File: config.mk
export PLATFORM = sky130hd
export DESIGN_NAME = wdog_window
export DESIGN_NICKNAME = d
export VERILOG_FILES = /design/src/rtl/wdog_pkg.sv /design/src/rtl/wdog_cfg_reg.sv /design/src/rtl/wdog_limits.sv /design/src/rtl/wdog_seq.sv /design/src/rtl/wdog_counter.sv /design/src/rtl/wdog_window.sv
export SDC_FILE = /design/constraint.sdc
export NUM_CORES = 1
export LEC_CHECK = 0
export BUFFER_PORTS_ARGS = -buffer_cell sky130_fd_sc_hd__buf_2
export CORE_MARGIN = 2
export CORE_UTILIZATION = 40
export DETAILED_ROUTE_END_ITERATION = 10
export SETUP_SLACK_MARGIN = 0.2
export SYNTH_ARGS = -nofsm -noshare
export SYNTH_HDL_FRONTEND = slang
export SYNTH_HIERARCHICAL = 1
export SYNTH_SLANG_ARGS = --single-unit
export TNS_END_PERCENT = 100
File: constraint.sdc
create_clock -name clk -period 4 [get_ports clk]
set_clock_uncertainty 0.1 [all_clocks]
set_input_delay 0 -clock clk [delete_from_list [all_inputs] [get_ports clk]]
set_output_delay 0 -clock clk [all_outputs]
set_load 0.02 [all_outputs]
File: src/rtl/wdog_pkg.sv
package wdog_pkg;

   localparam int CFG_TSEL_LSB = 0;
   localparam int CFG_SRC_BIT  = 2;
   localparam int CFG_WIN_BIT  = 3;
   localparam int CFG_USED_W   = 4;

   localparam logic [7:0] KEY_ARM  = 8'h55;
   localparam logic [7:0] KEY_FIRE = 8'hAA;

   typedef enum logic [1:0] {
      TO_OFF   = 2'b00,
      TO_SHORT = 2'b01,
      TO_MID   = 2'b10,
      TO_LONG  = 2'b11
   } tsel_e;

   typedef struct packed {
      logic  win_en;
      logic  src_clk;
      tsel_e tsel;
   } wd_cfg_t;

   localparam wd_cfg_t CFG_RESET = '{win_en: 1'b0, src_clk: 1'b0, tsel: TO_LONG};

   typedef enum logic {
      SEQ_IDLE  = 1'b0,
      SEQ_ARMED = 1'b1
   } seq_e;

endpackage

File: src/rtl/wdog_cfg_reg.sv
module wdog_cfg_reg
   import wdog_pkg::*;
#(
   parameter int DATA_W = 8
) (
   input  logic              clk,
   input  logic              rst_n,
   input  logic              cfg_wr,
   input  logic [DATA_W-1:0] wdata,
   output wd_cfg_t           cfg,
   output logic              locked
);

   initial begin
      if (DATA_W < CFG_USED_W) $fatal(1, "wdog_cfg_reg: DATA_W too small for config fields");
   end

   // First write after reset loads every field and closes the lock.
   always_ff @(posedge clk) begin
      if (!rst_n) begin
         cfg    <= CFG_RESET;
         locked <= 1'b0;
      end else if (cfg_wr && !locked) begin
         cfg.tsel    <= tsel_e'(wdata[CFG_TSEL_LSB +: 2]);
         cfg.src_clk <= wdata[CFG_SRC_BIT];
         cfg.win_en  <= wdata[CFG_WIN_BIT];
         locked      <= 1'b1;
      end
   end

endmodule

File: src/rtl/wdog_limits.sv
module wdog_limits
   import wdog_pkg::*;
#(
   parameter int TICK_EXP_SHORT = 5,
   parameter int TICK_EXP_MID   = 8,
   parameter int TICK_EXP_LONG  = 10,
   parameter int CLK_EXP_SHORT  = 13,
   parameter int CLK_EXP_MID    = 16,
   parameter int CLK_EXP_LONG   = 18,
   parameter int LIM_W          = 19
) (
   input  wd_cfg_t          cfg,
   output logic [LIM_W-1:0] lim,
   output logic [LIM_W-1:0] open_at,
   output logic             enabled,
   output logic             win_act
);

   localparam int NSEL = 3;
   localparam int TEXP [NSEL] = '{TICK_EXP_SHORT, TICK_EXP_MID, TICK_EXP_LONG};
   localparam int CEXP [NSEL] = '{CLK_EXP_SHORT, CLK_EXP_MID, CLK_EXP_LONG};

   initial begin
      for (int i = 0; i < NSEL; i++) begin
         if (TEXP[i] < 2 || CEXP[i] < 2)
            $fatal(1, "wdog_limits: exponents must be at least 2 for an exact 3/4 point");
         if (TEXP[i] >= LIM_W || CEXP[i] >= LIM_W)
            $fatal(1, "wdog_limits: exponent does not fit LIM_W");
      end
   end

   logic [LIM_W-1:0] tick_lim [NSEL];
   logic [LIM_W-1:0] clk_lim  [NSEL];

   for (genvar g = 0; g < NSEL; g++) begin : g_lim
      assign tick_lim[g] = LIM_W'(1) << TEXP[g];
      assign clk_lim[g]  = LIM_W'(1) << CEXP[g];
   end

   logic [LIM_W-1:0] pick [NSEL];

   for (genvar g = 0; g < NSEL; g++) begin : g_pick
      assign pick[g] = cfg.src_clk ? clk_lim[g] : tick_lim[g];
   end

   always_comb begin
      case (cfg.tsel)
         TO_SHORT: lim = pick[0];
         TO_MID:   lim = pick[1];
         TO_LONG:  lim = pick[2];
         default:  lim = '0;
      endcase
      enabled = (cfg.tsel != TO_OFF);
      open_at = lim - (lim >> 2);
      win_act = enabled && cfg.src_clk && cfg.win_en;
   end

endmodule

File: src/rtl/wdog_seq.sv
module wdog_seq
   import wdog_pkg::*;
#(
   parameter int DATA_W = 8
) (
   input  logic              clk,
   input  logic              rst_n,
   input  logic              svc_wr,
   input  logic [DATA_W-1:0] wdata,
   input  logic              early,
   output logic              svc_done,
   output logic              fault
);

   initial begin
      if (DATA_W < 8) $fatal(1, "wdog_seq: keys need at least 8 data bits");
   end

   seq_e st;
   logic is_arm;
   logic is_fire;

   always_comb begin
      is_arm   = (wdata == DATA_W'(KEY_ARM));
      is_fire  = (wdata == DATA_W'(KEY_FIRE));
      fault    = svc_wr && early;
      svc_done = svc_wr && !early && is_fire && (st == SEQ_ARMED);
   end

   always_ff @(posedge clk) begin
      if (!rst_n) begin
         st <= SEQ_IDLE;
      end else if (svc_wr) begin
         if (fault)       st <= SEQ_IDLE;
         else if (is_arm) st <= SEQ_ARMED;
         else             st <= SEQ_IDLE;
      end
   end

endmodule

File: src/rtl/wdog_counter.sv
module wdog_counter #(
   parameter int LIM_W = 19
) (
   input  logic             clk,
   input  logic             rst_n,
   input  logic             inc,
   input  logic             clr,
   input  logic [LIM_W-1:0] lim,
   output logic [LIM_W-1:0] cnt,
   output logic             expire
);

   // Compare with >= so a count left above a newly shortened limit still expires.
   always_comb begin
      expire = inc && !clr && (cnt >= (lim - LIM_W'(1)));
   end

   always_ff @(posedge clk) begin
      if (!rst_n)       cnt <= '0;
      else if (clr)     cnt <= '0;
      else if (expire)  cnt <= '0;
      else if (inc)     cnt <= cnt + LIM_W'(1);
   end

endmodule

File: src/rtl/wdog_window.sv
module wdog_window
   import wdog_pkg::*;
#(
   parameter int ADDR_W         = 4,
   parameter int DATA_W         = 8,
   parameter int CFG_ADDR       = 0,
   parameter int SVC_ADDR       = 1,
   parameter int TICK_EXP_SHORT = 5,
   parameter int TICK_EXP_MID   = 8,
   parameter int TICK_EXP_LONG  = 10,
   parameter int CLK_EXP_SHORT  = 13,
   parameter int CLK_EXP_MID    = 16,
   parameter int CLK_EXP_LONG   = 18
) (
   input  logic              clk,
   input  logic              rst_n,
   input  logic              tick_1k,
   input  logic              wr_en,
   input  logic [ADDR_W-1:0] wr_addr,
   input  logic [DATA_W-1:0] wr_data,
   output logic              rst_req
);

   localparam int MAX_T   = (TICK_EXP_LONG > TICK_EXP_MID) ?
                            ((TICK_EXP_LONG > TICK_EXP_SHORT) ? TICK_EXP_LONG : TICK_EXP_SHORT) :
                            ((TICK_EXP_MID > TICK_EXP_SHORT) ? TICK_EXP_MID : TICK_EXP_SHORT);
   localparam int MAX_C   = (CLK_EXP_LONG > CLK_EXP_MID) ?
                            ((CLK_EXP_LONG > CLK_EXP_SHORT) ? CLK_EXP_LONG : CLK_EXP_SHORT) :
                            ((CLK_EXP_MID > CLK_EXP_SHORT) ? CLK_EXP_MID : CLK_EXP_SHORT);
   localparam int MAX_EXP = (MAX_T > MAX_C) ? MAX_T : MAX_C;
   localparam int LIM_W   = MAX_EXP + 1;

   initial begin
      if (CFG_ADDR == SVC_ADDR) $fatal(1, "wdog_window: config and service addresses collide");
      if (CFG_ADDR >= (1 << ADDR_W) || SVC_ADDR >= (1 << ADDR_W))
         $fatal(1, "wdog_window: address out of range for ADDR_W");
   end

   wd_cfg_t          cfg;
   logic             cfg_locked;
   logic             cfg_wr;
   logic             svc_wr;
   logic [LIM_W-1:0] lim;
   logic [LIM_W-1:0] open_at;
   logic             enabled;
   logic             win_act;
   logic [LIM_W-1:0] cnt;
   logic             expire;
   logic             early;
   logic             inc;
   logic             svc_done;
   logic             fault;

   always_comb begin
      cfg_wr = wr_en && (wr_addr == ADDR_W'(CFG_ADDR));
      svc_wr = wr_en && (wr_addr == ADDR_W'(SVC_ADDR));
      inc    = enabled && (cfg.src_clk || tick_1k);
      early  = win_act && (cnt < open_at);
   end

   wdog_cfg_reg #(.DATA_W(DATA_W)) u_cfg (
      .clk    (clk),
      .rst_n  (rst_n),
      .cfg_wr (cfg_wr),
      .wdata  (wr_data),
      .cfg    (cfg),
      .locked (cfg_locked)
   );

   wdog_limits #(
      .TICK_EXP_SHORT (TICK_EXP_SHORT),
      .TICK_EXP_MID   (TICK_EXP_MID),
      .TICK_EXP_LONG  (TICK_EXP_LONG),
      .CLK_EXP_SHORT  (CLK_EXP_SHORT),
      .CLK_EXP_MID    (CLK_EXP_MID),
      .CLK_EXP_LONG   (CLK_EXP_LONG),
      .LIM_W          (LIM_W)
   ) u_lim (
      .cfg     (cfg),
      .lim     (lim),
      .open_at (open_at),
      .enabled (enabled),
      .win_act (win_act)
   );

   wdog_seq #(.DATA_W(DATA_W)) u_seq (
      .clk      (clk),
      .rst_n    (rst_n),
      .svc_wr   (svc_wr),
      .wdata    (wr_data),
      .early    (early),
      .svc_done (svc_done),
      .fault    (fault)
   );

   wdog_counter #(.LIM_W(LIM_W)) u_cnt (
      .clk    (clk),
      .rst_n  (rst_n),
      .inc    (inc),
      .clr    (svc_done || fault),
      .lim    (lim),
      .cnt    (cnt),
      .expire (expire)
   );

   always_ff @(posedge clk) begin
      if (!rst_n) rst_req <= 1'b0;
      else        rst_req <= expire || fault;
   end

endmodule

==> run metrics, run 1 <==
total CTS buffers 3; Syn Area/Cell 8.24 sq um; H-Tree Depth 1; overall die width between 90 and 100 microns; Post-synth EDFFs 0; Avg WL per Cell 12.9 microns; vias per cell just over 5; max cap viols 0; Yosys top cell by area ha_1; post-synthesis xor/xnor area fraction between 10% and 20%; total track usage between 10% and 20%; worst-path fanout max 5; area of the mapped netlist between 0.002 and 0.003 sq mm; final core utilization between 40% and 50%; # IOs 17; period utilisation layout 97.1%; post-synthesis cell type count 52; first-pass GRT wire length 10700 microns; multi-input logic area between 0.002 and 0.0025 sq mm; top cells by count, synth 43 x ha_1, 35 x inv_1, 28 x buf_4; Synth area leaders ha_1 18%, dfxtp_1 17%, xnor2_1 7.3%; final WL around 6400 microns; vias post-DR 2494; DRC Markers 0; status completed; pwr dens 175 mW/mm^2; Final Setup Violations 0; delay of the slowest critical-path stage ~0.37 ns; Clock Latency Late Sink about 0.28 ns; Detail Route Antenna Nets 0; worst min path class in -> reg; vias in the first global route approximately 2300; Post-Route Setup TNS 0 ns; sequential share of the synthesized area ~17%; slowest CP cell dfxtp_4; routability cong. approximately 0.82; Slew HR 62.3%; minimum clock period slightly below 4 ns; # fillers ~700; Longest Clk Path Bufs 2; dpl hpwl about 4700 microns; Worst Setup End Kind flop; Die H about 90 microns; maximum VDD drop 0.000147 V; crit-path cells nor2b_4 > nand2b_1 > ha_1 > nor2b_4 > a32o_1 > a21oi_2 > xnor2_1 > inv_1 > ha_4 > nand4_1 > a21oi_2 > and4bb_1 > o31a_1 > and2b_1 > nand4_1 > nor4b_2 > or2_4 > inv_2 > o211a_1 > inv_4 > clkbuf_16 > a211oi_2; layout cells sized above 1 approximately 22%; Worst Setup Start Kind flop; register area 526 sq um; Layout Area Growth over Synthesis 17.4%; Ys Warns 6; multiplexer share of the synthesized area 1.01%; Core Region slightly above 0.007 sq mm; initial DRC count between 90 and 100; Compound-Gate Fraction of Synth Area 15.3%; WS Path Type reg -> reg; RSZ-0062 raised after global routing true; PortBufs 16; starting density of the core 41.1%; largest family of logic cells by synthesized area simple AND/OR/NAND/NOR gates; TritonCTS clock tree done; Final Slew Violations 0; fmax roughly 0.26 GHz; worst-margin pin slew around 0.56 ns; Primary FF master, synth dfxtp_1; initial antenna violation count 0; Cells after Synth roughly 360; Final Hold Viols 0; pin count of the biggest net entering global routing 26; clk slew on worst S/H paths roughly 0.09 ns; nets 455; DR pass1 iterations 4; Required @ worst endpoint 4.05 ns; CTS root buf clkbuf_8; FP Rows 31; Die ar. 0.00816 sq mm; Synth top area share a little under a fifth; area share of fa/ha/maj cells after synthesis a little under a fifth; post-synthesis simple-gate area fraction a little under a quarter; Post-synth ARST share 0%; CP delay by family, top simple AND/OR/NAND/NOR gates; most frequent cell after synthesis ha_1; Leak ~0.0014 uW; diodes inserted 0; Fin Hold WS between 0.02 and 0.03 ns; flops & latches, synth 26; clock net sink count 26; grt ovf 0; Bufs and invs on worst path 4; Worst Path Arrival 3.94 ns
-- stage by stage --
stage          total power (uW)  instance area (sq um)  worst slack [ns]  std cells
2_1_floorplan               364                   3120             0.203        380
3_3_place_gp                373                   3150             0.125        470
5_1_grt                     647                   3500            -0.106        494
4_1_cts                     612                   3440             0.173        491
6_report                    614                   3500             0.115        494
3_5_place_dp                376                   3150           -0.0558        470
-- power breakdown --
part / switching (uW) / leakage (uW) / total (uW) / internal [uW]
sequential: 5.42 / 0.000210 / 267 / 261
combinational: 64.0 / 0.00117 / 124 / 60.5
clock: 89.0 / 0.0000357 / 223 / 134
total: 158 / 0.00141 / 614 / 456
-- flip-flops by register name (all words and copies together) (netlist names) --
signal	flops
u_cnt/cnt	19
u_cfg/cfg	4
rst_req	1
u_cfg/locked	1
u_seq/st	1
-- layer usage --
| metal | up-vias | track usage (%) | routed length, microns |
|---|---|---|---|
| met2 | 33 | 24.9 | 2980 |
| met1 | 1148 | 23.0 | 3230 |
| met3 | 5 | 0.751 | 120 |
| li1 | 1308 | - | - |
| met4 | 0 | 2.69 | 42 |
| met5 | - | 0 | 0 |
-- layout make-up --
| type | count | area share [%] |
|---|---|---|
| repair buffers | 48 | 11.4 |
| inverters | 38 | 4.15 |
| clock buffers | 3 | 1.18 |
| clock inverters | 1 | 0.858 |
| multi-input cells | 279 | 63.9 |
| well taps | 99 | 3.54 |
| flip-flops and latches | 26 | 15.0 |
-- kinds of logic after synthesis --
family	after synthesis
DFF	26
and+or+nand+nor	116
xor gates and xnor gates	37
muxes	3
adders and majority gates	43
AOI/OAI and AO/OA	61
buffers and inverters	75
other	1
-- layout by cell type (no fill, tap or decap), types with 3 or more instances in the layout --
| cell type | instances |
|---|---|
| buf_2 | 16 |
| nand2_1 | 21 |
| clkbuf_8 | 3 |
| nand2b_1 | 6 |
| nand4_1 | 10 |
| nor2_1 | 14 |
| nand3b_1 | 7 |
| inv_2 | 4 |
| nand3_1 | 13 |
| a211oi_1 | 6 |
| dlygate4sd3_1 | 11 |
| and4bb_1 | 3 |
| mux2i_1 | 3 |
| buf_4 | 18 |
| a211oi_2 | 15 |
| a21o_1 | 4 |
| a21oi_2 | 4 |
| conb_1 | 19 |
| nor2b_4 | 3 |
| a21oi_1 | 10 |
| xnor2_1 | 25 |
| nor3_2 | 4 |
| nor4_1 | 4 |
| and3_1 | 3 |
| o21ai_0 | 5 |
| o211ai_1 | 4 |
| nor3_1 | 7 |
| inv_1 | 33 |
| ha_1 | 41 |
| xor2_1 | 12 |
| dfxtp_1 | 24 |
| o21a_1 | 4 |
-- worst paths after layout --
check,start,to,slack (ns),cells past startpoint
worst max register to register,u_cfg/cfg[1]$_SDFFE_PN1P_,u_cnt/cnt[17]$_SDFFE_PP0P_,0.11,22
worst max-delay path,u_cfg/cfg[1]$_SDFFE_PN1P_,u_cnt/cnt[17]$_SDFFE_PP0P_,0.11,22
worst min-delay path,wr_addr[2],u_cfg/cfg[0]$_SDFFE_PN1P_,0.03,4
worst min register to register,u_cfg/cfg[3]$_SDFFE_PN0P_,u_cfg/cfg[3]$_SDFFE_PN0P_,0.37,2
-- timing repair --
action / in CTS / in global routing
hold buffers: 11 / 1
cloned: 1 / 1
gates resized for setup: 10 / 5
pin swaps: 2 / 1
endpoints found under the hold margin: 7 / 1
endpoints found under the setup margin: 20 / 21
buffers inserted: 5 / 2
-- worst reg2reg max path, cell delays in order, from the launching register on --
cell	delay [ns]
dfxtp_4	0.37
nor2b_4	0.15
nand2b_1	0.09
ha_1	0.28
nor2b_4	0.13
a32o_1	0.22
a21oi_2	0.12
xnor2_1	0.13
inv_1	0.08
ha_4	0.27
nand4_1	0.13
a21oi_2	0.13
and4bb_1	0.23
o31a_1	0.12
and2b_1	0.23
nand4_1	0.11
nor4b_2	0.24
or2_4	0.16
inv_2	0.03
o211a_1	0.14
inv_4	0.11
clkbuf_16	0.16
a211oi_2	0.04
Power figures use the tool's default switching activity.
==> inputs of run 2 (changes only) <==
--- a/config.mk
+++ b/config.mk
@@ -9,6 +9,7 @@
 export CORE_MARGIN = 2
 export CORE_UTILIZATION = 40
 export DETAILED_ROUTE_END_ITERATION = 10
+export PLACE_DENSITY = 0.67
 export SETUP_SLACK_MARGIN = 0.2
 export SYNTH_ARGS = -nofsm -noshare
 export SYNTH_HDL_FRONTEND = slang
==> run 2 against run 1 <==
Effect of this change:
- wire length about the same
- first-iteration DRC count increased by 5.3%
- final cell count is 1.0% lower
- critical path depth shrank 1
- sequential power barely moved
- design area is 1.7% lower
- worst hold slack improved by 0.012 ns
- sequential share of layout area increased by 0.30 points
- via count is 0.44% higher
- clock-buffer cell count unchanged
- utilization is 0.83 points lower
- register-to-register slack better by 0.04 ns
- largest cell class unchanged
==> run metrics, run 2 (synthesized netlist as in run 1, its figures left out) <==
Worst Setup End Kind flop; max cap viols 0; sequential group share of total power between 40% and 50%; total track usage approximately 16%; overall die width approximately 90 microns; vias in the first global route about 2500; final non-filler cell area ~0.0034 sq mm; # IOs 17; Detail Route Antenna Nets 0; pin count of the biggest net entering global routing 18; final WL around 6400 microns; Cell Area, Placed between 0.003 and 0.004 sq mm; final core utilization 47.4%; DRC Markers 0; Final Slew Violations 0; commonest non-fill, non-tap cell in the layout ha_1; worst-path fanout max 9; internal power around 450 uW; Required @ worst endpoint ~4.1 ns; Largest Register u_cnt/cnt; nets 450; biggest regs u_cnt/cnt: 19 flops, u_cfg/cfg: 4 flops; diodes inserted 0; status completed; Clock Latency Late Sink between 0.2 and 0.3 ns; starting density of the core roughly two fifths; grt ovf 0; worst-margin pin slew roughly 0.58 ns; combinational power share 19.0%; TritonCTS clock tree done; Core Region ~0.0073 sq mm; CTS root buf clkbuf_8; minimum clock period between 3 and 4 ns; routability cong. just over 0.8; pwr dens ~180 mW/mm^2; first-pass GRT wire length approximately 11000 microns; R2R cell count 21; Layout Area Growth over Synthesis 15.4%; Longest Clk Path Bufs 2; RSZ-0062 raised after global routing true; Hold Path Depth 4; clk slew on worst S/H paths ~0.10 ns; maximum VDD drop between 0.0001 and 0.00015 V; FP Rows 31; Final Hold Viols 0; Worst Setup Start Kind flop; Final Setup Violations 0; initial DRC count 99; Die H ~90 microns; Net Switching 160 uW; PortBufs 16; WS Path Type reg -> reg; Worst Path Arrival a little under 4 ns; total CTS buffers 3; dpl hpwl 4750 microns; Largest register FFs 19; fmax 0.260 GHz; Leak approximately 0.0014 uW; Die ar. between 0.008 and 0.009 sq mm; clock net sink count 26; vias post-DR roughly 2500; Net Sw Frac between 20% and 30%; initial antenna violation count 0; Slew HR 61.2%; Clock power frac about 37%; commonest cells after routing, fill and taps aside 41 x ha_1, 33 x inv_1, 25 x xnor2_1; layout cells sized above 1 21.0%; worst min path class in -> reg; DR pass1 iterations 4; period utilisation layout between 90% and 100%; power after layout between 600 and 700 uW; vias per cell between 5 and 6; # fillers 708; Avg WL per Cell roughly 13 microns; H-Tree Depth 1
==> run 2: cell count changes in the layout (fill, tap and decap cells not counted), sizes merged <==
cell,before,now
dlygate4sd3,11,12
clkbuf,4,3
inv,38,39
buf,36,29
clkinv,0,1
==> run 2: metrics by stage <==
| stage | instances | setup WS (ns) | setup TNS [ns] | hold WS [ns] |
|---|---|---|---|---|
| after floorplan | 380 | 0.203 | 0 | -0.0113 |
| after global placement | 466 | 0.106 | 0 | 0.137 |
| after detailed placement | 466 | -0.0850 | -1.14 | 0.148 |
| after CTS | 486 | 0.196 | 0 | 0.0250 |
| after global routing | 489 | -0.101 | -1.45 | 0.0647 |
| final | 489 | 0.151 | 0 | 0.0392 |
==> run 2: layer usage <==
metal | vias up | routed length, microns | global-route usage, %
li1 | 1300 | - | -
met1 | 1175 | 3070 | 21.2
met2 | 30 | 3170 | 30.4
met3 | 0 | 135 | 2.00
met4 | 0 | 0 | 1.67
met5 | - | 0 | 0
==> run 2: path summary, 6_finish.rpt <==
check | startpoint | endpoint | slack (ns)
setup / recovery | u_cfg/cfg[2]$_SDFFE_PN0P_ | u_cnt/cnt[6]$_SDFFE_PP0P_ | 0.15
hold / removal | wr_addr[2] | u_cfg/cfg[1]$_SDFFE_PN1P_ | 0.04
setup reg to reg | u_cfg/cfg[2]$_SDFFE_PN0P_ | u_cnt/cnt[6]$_SDFFE_PP0P_ | 0.15
hold reg to reg | u_cfg/locked$_SDFFE_PN0P_ | u_cfg/locked$_SDFFE_PN0P_ | 0.47
==> run 2: area by class of cell <==
type	count	area (sq um)	area share, %
repair inverters	2	17.5	0.509
multi-input cells	279	2250	65.3
clock buffers	3	41.3	1.20
flip-flops and latches	26	527	15.3
repair buffers	41	298	8.65
clock inverters	1	30.0	0.873
inverters	38	155	4.51
well taps	99	124	3.60
==> run 2: worst max-delay path, stage by stage, from the launching register on <==
cell and delay [ns]:
dfxtp_2 0.37, nand3b_1 0.20, ha_1 0.31, nor2b_4 0.13, a32o_1 0.22, a21oi_2 0.13
xnor2_1 0.13, inv_1 0.09, ha_4 0.22, a21oi_2 0.12, nor2b_1 0.06, o21ai_1 0.12
and4bb_1 0.23, o31a_1 0.15, and2b_1 0.20, nand4_1 0.10, nor4b_2 0.05, or2_4 0.22
inv_2 0.06, o211a_4 0.26, clkinv_8 0.09, a211oi_1 0.20
==> run 2: power groups by stage <==
stage / logic [uW] / clock network, uW / registers (uW)
6_report: 115 / 225 / 267
5_1_grt: 131 / 240 / 268
4_1_cts: 110 / 229 / 267
3_5_place_dp: 97.2 / 0 / 274
3_3_place_gp: 94.6 / 0 / 274
2_1_floorplan: 92.4 / 0 / 271
==> run 2: timing repair <==
| item | CTS | global route |
|---|---|---|
| buffers inserted | 3 | 2 |
| hold endpoints to repair | 7 | 0 |
| endpoints found under the setup margin | 19 | 21 |
| gates resized for setup | 11 | 9 |
| hold buffers | 12 | 0 |
| pin swaps | 2 | 5 |
| cloned | 1 | 1 |
